File: src/rtl/cim_pkg.sv
package cim_pkg;
  typedef enum logic {
    LINK_OK    = 1'b0,
    LINK_FLAKY = 1'b1
  } link_state_e;
endpackage

File: src/rtl/cim_cfg.sv
// Disable control: loaded from the strap during reset, writable afterwards.
module cim_cfg (
  input  logic clk,
  input  logic rst_n,
  input  logic strap_repeater,
  input  logic wr_en,
  input  logic wr_val,
  output logic off_q
);
  always_ff @(posedge clk) begin
    if (!rst_n)     off_q <= ~strap_repeater;
    else if (wr_en) off_q <= wr_val;
  end
endmodule

File: src/rtl/cim_judge.sv
// Run-length judge: consecutive bad events destabilise, consecutive good events restore.
module cim_judge
  import cim_pkg::*;
#(
  parameter int TH_W = 4
) (
  input  logic            clk,
  input  logic            rst_n,
  input  logic            off_i,
  input  logic            evt_stb,
  input  logic            evt_good,
  input  logic [TH_W-1:0] bad_th,
  input  logic [TH_W-1:0] good_th,
  output logic            flaky_o,
  output logic            enter_o
);
  localparam logic [TH_W-1:0] ONE = TH_W'(1);

  link_state_e     st_q, st_d;
  logic [TH_W-1:0] run_q, run_d;
  logic [TH_W-1:0] bad_lim, good_lim, run_inc;

  assign bad_lim  = (bad_th  == '0) ? ONE : bad_th;
  assign good_lim = (good_th == '0) ? ONE : good_th;
  assign run_inc  = run_q + ONE;

  always_comb begin
    st_d  = st_q;
    run_d = run_q;
    if (off_i) begin
      st_d  = LINK_OK;
      run_d = '0;
    end else if (evt_stb) begin
      case (st_q)
        LINK_OK: begin
          if (evt_good) begin
            run_d = '0;
          end else if (run_inc >= bad_lim) begin
            st_d  = LINK_FLAKY;
            run_d = '0;
          end else begin
            run_d = run_inc;
          end
        end
        default: begin
          if (!evt_good) begin
            run_d = '0;
          end else if (run_inc >= good_lim) begin
            st_d  = LINK_OK;
            run_d = '0;
          end else begin
            run_d = run_inc;
          end
        end
      endcase
    end
  end

  always_ff @(posedge clk) begin
    if (!rst_n) begin
      st_q  <= LINK_OK;
      run_q <= '0;
    end else begin
      st_q  <= st_d;
      run_q <= run_d;
    end
  end

  assign flaky_o = (st_q == LINK_FLAKY);
  assign enter_o = (st_q == LINK_OK) && (st_d == LINK_FLAKY);
endmodule

File: src/rtl/cim_status.sv
// Sticky flag (cleared by read only when stable) and saturating disconnect counter.
module cim_status #(
  parameter int CNT_W = 8
) (
  input  logic             clk,
  input  logic             rst_n,
  input  logic             enter_i,
  input  logic             flaky_i,
  input  logic             rd_status,
  input  logic             rd_count,
  output logic             flag_q,
  output logic [CNT_W-1:0] cnt_q
);
  localparam logic [CNT_W-1:0] CNT_MAX = {CNT_W{1'b1}};

  logic [CNT_W-1:0] cnt_base;

  assign cnt_base = rd_count ? '0 : cnt_q;

  always_ff @(posedge clk) begin
    if (!rst_n) begin
      flag_q <= 1'b0;
      cnt_q  <= '0;
    end else begin
      if (enter_i)                    flag_q <= 1'b1;
      else if (rd_status && !flaky_i) flag_q <= 1'b0;

      if (enter_i && cnt_base != CNT_MAX) cnt_q <= cnt_base + 1'b1;
      else                                cnt_q <= cnt_base;
    end
  end
endmodule

File: src/rtl/cim_gate.sv
// Stream gate without storage: pass-through when open, drain (drop) when blocked.
module cim_gate #(
  parameter int DATA_W = 8
) (
  input  logic              blk,
  input  logic              in_valid,
  input  logic [DATA_W-1:0] in_data,
  output logic              in_ready,
  output logic              out_valid,
  output logic [DATA_W-1:0] out_data,
  input  logic              out_ready
);
  assign out_valid = in_valid & ~blk;
  assign out_data  = in_data;
  assign in_ready  = out_ready | blk;
endmodule

File: src/rtl/carrier_integrity_monitor.sv
module carrier_integrity_monitor #(
  parameter int TH_W   = 4,
  parameter int CNT_W  = 8,
  parameter int DATA_W = 8
) (
  input  logic              clk,
  input  logic              rst_n,
  input  logic              strap_repeater,
  input  logic              cfg_wr,
  input  logic              cfg_off,
  input  logic [TH_W-1:0]   bad_th,
  input  logic [TH_W-1:0]   good_th,
  input  logic              evt_stb,
  input  logic              evt_good,
  input  logic              rd_status,
  input  logic              rd_count,
  input  logic              rx_in_valid,
  input  logic [DATA_W-1:0] rx_in_data,
  output logic              rx_in_ready,
  output logic              rx_out_valid,
  output logic [DATA_W-1:0] rx_out_data,
  input  logic              rx_out_ready,
  input  logic              tx_in_valid,
  input  logic [DATA_W-1:0] tx_in_data,
  output logic              tx_in_ready,
  output logic              tx_out_valid,
  output logic [DATA_W-1:0] tx_out_data,
  input  logic              tx_out_ready,
  output logic              cim_off,
  output logic              link_unstable,
  output logic              status_flag,
  output logic [CNT_W-1:0]  disc_count
);
  localparam int NDIR = 2;

  logic off_q, flaky, enter;
  logic              g_in_valid  [NDIR];
  logic [DATA_W-1:0] g_in_data   [NDIR];
  logic              g_in_ready  [NDIR];
  logic              g_out_valid [NDIR];
  logic [DATA_W-1:0] g_out_data  [NDIR];
  logic              g_out_ready [NDIR];

  cim_cfg u_cfg (
    .clk(clk), .rst_n(rst_n), .strap_repeater(strap_repeater),
    .wr_en(cfg_wr), .wr_val(cfg_off), .off_q(off_q)
  );

  cim_judge #(.TH_W(TH_W)) u_judge (
    .clk(clk), .rst_n(rst_n), .off_i(off_q),
    .evt_stb(evt_stb), .evt_good(evt_good),
    .bad_th(bad_th), .good_th(good_th),
    .flaky_o(flaky), .enter_o(enter)
  );

  cim_status #(.CNT_W(CNT_W)) u_status (
    .clk(clk), .rst_n(rst_n), .enter_i(enter), .flaky_i(flaky),
    .rd_status(rd_status), .rd_count(rd_count),
    .flag_q(status_flag), .cnt_q(disc_count)
  );

  // direction 0 = receive, 1 = transmit
  assign g_in_valid[0]  = rx_in_valid;
  assign g_in_data[0]   = rx_in_data;
  assign g_out_ready[0] = rx_out_ready;
  assign g_in_valid[1]  = tx_in_valid;
  assign g_in_data[1]   = tx_in_data;
  assign g_out_ready[1] = tx_out_ready;

  for (genvar d = 0; d < NDIR; d++) begin : g_dir
    cim_gate #(.DATA_W(DATA_W)) u_gate (
      .blk(flaky),
      .in_valid(g_in_valid[d]), .in_data(g_in_data[d]), .in_ready(g_in_ready[d]),
      .out_valid(g_out_valid[d]), .out_data(g_out_data[d]), .out_ready(g_out_ready[d])
    );
  end

  assign rx_in_ready  = g_in_ready[0];
  assign rx_out_valid = g_out_valid[0];
  assign rx_out_data  = g_out_data[0];
  assign tx_in_ready  = g_in_ready[1];
  assign tx_out_valid = g_out_valid[1];
  assign tx_out_data  = g_out_data[1];

  assign cim_off       = off_q;
  assign link_unstable = flaky;
endmodule

File: config.mk
export PLATFORM = sky130hd
export DESIGN_NAME = carrier_integrity_monitor
export DESIGN_NICKNAME = d
export VERILOG_FILES = /design/src/rtl/cim_pkg.sv /design/src/rtl/cim_cfg.sv /design/src/rtl/cim_judge.sv /design/src/rtl/cim_status.sv /design/src/rtl/cim_gate.sv /design/src/rtl/carrier_integrity_monitor.sv
export SDC_FILE = /design/constraint.sdc
export NUM_CORES = 1
export LEC_CHECK = 0
export ABC_AREA = 0
export CELL_PAD_IN_SITES_DETAIL_PLACEMENT = 0
export CELL_PAD_IN_SITES_GLOBAL_PLACEMENT = 2
export CORE_MARGIN = 1.5
export CORE_UTILIZATION = 20
export DETAILED_ROUTE_END_ITERATION = 6
export GPL_TIMING_DRIVEN = 1
export PLACE_DENSITY_LB_ADDON = 0.1
export SETUP_SLACK_MARGIN = 0.15
export SLEW_MARGIN = 20
export SYNTH_ARGS = -nofsm -noshare
export SYNTH_HDL_FRONTEND = slang
export SYNTH_SLANG_ARGS = --single-unit
File: constraint.sdc
create_clock -name clk -period 2.7 [get_ports clk]
set_input_delay 0.81 -clock clk [delete_from_list [all_inputs] [get_ports clk]]
set_output_delay 0.81 -clock clk [all_outputs]
set_load 0.05 [all_outputs]
==> results <==
## cell families after synthesis
kind of cell / share of synthesized area (%)
fa+ha+maj: 10.28
simple gates: 27.75
buf+inv: 16.24
xor+xnor: 1.439
compound gates: 17.99
mux: 0.8222
flops: 25.49
## power by group through the flow
stage	clock network [mW]	registers, mW	logic, mW
after detailed placement	0	0.236	0.120
after floorplan	0	0.242	0.116
after CTS	0.200	0.231	0.127
after global routing	0.210	0.232	0.138
after global placement	0	0.236	0.119
final	0.189	0.231	0.127
## per-stage QoR
stage                     std cells  hold slack (ps)
final                           263            484.9
after global placement          256            478.3
after detailed placement        256            484.9
after floorplan                 151            473.3
after CTS                       262            495.3
after global routing            263            510.4
## sequential cells by signal (all words and copies together) (netlist names)
name / count
u_cfg.off_q: 1
u_judge.flaky_o: 1
u_status.flag_q: 1
u_judge.run_q: 4
u_status.cnt_q: 8
## metal layers
metal	vias to the layer above	GRT usage, %	share of wire (%)
met5	-	0	0
met4	0	4.483	1.3
met3	10	2.135	6.5
met2	42	16.92	44
met1	552	14.30	48
li1	591	-	-
## cell type report
class,count,share of cell area (%)
Multi-Input combinational cell,102,43.27
Timing Repair Buffer,55,28.89
Sequential cell,15,17.48
Tap cell,75,5.285
Clock buffer,4,2.537
Inverter,12,2.537
## worst min-delay path, delay by kind of cell (launching register included)
family | cells | cell delay (ps)
AO/OA/AOI/OAI | 2 | 140
flip-flops | 1 | 310
## worst paths after layout
path,from,to,cells past startpoint
worst min register to register,u_status.flag_q$_SDFFE_PN0P_,u_status.flag_q$_SDFFE_PN0P_,2
worst max-delay path,rx_in_valid,rx_out_valid,3
worst min-delay path,u_status.flag_q$_SDFFE_PN0P_,u_status.flag_q$_SDFFE_PN0P_,2
worst max register to register,u_judge.run_q[0]$_SDFFE_PP0P_,u_status.cnt_q[2]$_SDFF_PN0_,8
## cells in the mapped netlist, types with 2 or more instances
master	n	share of area, %
buf_4	16	9.9
dfxtp_1	14	23
nand3_1	10	4.1
a31oi_1	2	1.0
nor2_1	2	0.62
nor2b_1	6	3.1
buf_2	2	0.82
and4_1	2	1.4
nor4_1	2	1.0
nand3b_1	4	2.5
o21a_1	2	1.2
nand2b_1	6	3.1
nand4_1	2	1.0
a31o_2	2	1.4
o21ai_0	11	4.5
nand2_1	9	2.8
inv_1	11	3.4
a21oi_1	9	3.7
or3_1	3	1.5
clkbuf_1	3	0.92
or2_2	2	1.0
ha_1	10	10
## what timing repair did
item	CTS	global route
resized for setup	13	5
buffers inserted	2	1
gates cloned	0	0
endpoints found under the hold margin	0	0
endpoints found under the setup margin	8	4
pin swaps	7	2
==> impl_metrics.py <==
metrics = {
    "floorplan": {
        "die_h_um": 81.02,
        "ioPinCount": 68,
        "num_rows": 28,
        "die_area_mm2": 0.006564,
        "fp.dieW_um": 81.02,
        "start_util_pct": 20.68,
        "core-area_mm2": 0.005886,
    },
    "cells_and_area": {
        "final_layout_size_suffix_gt1_share_pct": 25.00,
        "fillCellCount": 664,
        "area_growth_syn_to_layout_pct": 45.84,
        "finalInstanceArea_mm2": 0.001775,
        "layout_common_cells": "26 x clkdlybuf4s50_1, 22 x buf_4, 14 x dfxtp_1",
        "final_common_cell": "clkdlybuf4s50_1",
        "fin_util_pct": 30.17,
        "seqCellArea_um2": 310.3,
        "multi_input_area_um2": 768.2,
        "n_antenna_cell": 0,
        "nets": 236,
    },
    "worst_setup_path": {
        "worstPathArrival_ps": 1680,
        "slowest_delay_ps": 460,
        "crit_type": "in2out",
        "crit_family": "buffers and inverters",
        "r2r_setup_slack_ps": 270,
        "cp_max_fo": 1,
        "path_cells": "clkdlybuf4s50_1 > nor2b_1 > buf_12",
        "start_kind": "primary input",
        "critPathCaptureType": "primary output",
        "crit_required_ps": 1890,
        "path_buf_inv": 2,
        "crit_path_top_delay_cell": "clkdlybuf4s50_1",
    },
    "global_routing": {
        "grt_usage_pct": 10.77,
        "grt_pass1_wl_mm": 5.499,
        "grt_max_degree": 12,
        "grt_antenna_before_repair": 0,
        "grt_pass1_vias": 1155,
        "overflow": 0,
    },
    "power_and_ir_drop": {
        "p_int_uw": 397.0,
        "powerDensity_mw_per_mm2": 308.4,
        "pwr-share-seq_pct": 42.2,
        "p_leak_nw": 0.7649,
        "total_power_uw": 547.5,
        "clkPwrFrac_pct": 34.6,
        "pwr-share-comb_pct": 23.2,
        "vdd_drop_max_uv": 99.77,
        "swShare_pct": 27.48,
        "switchingPower_uw": 150.5,
    },
    "clocking": {
        "cts_made_buffers": 3,
        "clock_latency_ps": 250,
        "cts_buffer_depth": 2,
        "cts_root_buf": "clkbuf_8",
        "path_clk_slew_ps": 70,
        "cts_tree": "done",
        "clkSinkCount": 15,
        "ctsHoldBuffers": 0,
        "h-tree-depth": 1,
    },
    "synthesis": {
        "synth_edf_count": 1,
        "ys.flop_type": "dfxtp_1",
        "avgSynthCellArea_um2": 8.062,
        "synthArstFlopShare_pct": 0,
        "ys_ff_latch": 15,
        "synth_cell_types": 43,
        "synth_cells": 151,
        "synth_nets": 198,
        "yosys_warnings": 0,
        "ys_seq_area_share_pct": 25.49,
        "synth_area_mm2": 0.001217,
    },
    "status": {
        "outcome": "finished, final reports clean",
    },
    "sta": {
        "fmax_mhz": 402.2,
        "worst_slew_pin_slew_ps": 550.2,
        "hold_viol": 0,
        "setup-tns-final_ps": 0,
        "drv_slew": 0,
        "fin_crit_sh_pct": 92.09,
        "setup_ws_ps": 213.7,
        "rsz0062_at_grt": "false",
        "fin_crit_ps": 2486,
        "setup-violations-final": 0,
        "finClkSkew_ps": 3.976,
        "max-slew-margin-rel_pct": 63.25,
    },
    "placement": {
        "portBuffers": 35,
        "gp_congestion": 0.7378,
        "post_dp_cell_area_mm2": 0.001652,
        "pre_cts_ws_ps": -389.9,
        "hpwl_mm": 2.675,
    },
    "route": {
        "num_vias": 1195,
        "routed_via_density": 4.544,
        "routed_wl_mm": 3.473,
        "ant_nets": 0,
        "drtIter0Drc": 27,
        "wire_per_inst_um": 13.21,
        "drt_first_pass_iters": 4,
        "drc_errors": 0,
    },
    "run": {
        "drv_cap": 0,
    },
    "min_path": {
        "hold_path_class": "reg2reg",
    },
}
Power figures use the tool's default switching activity.
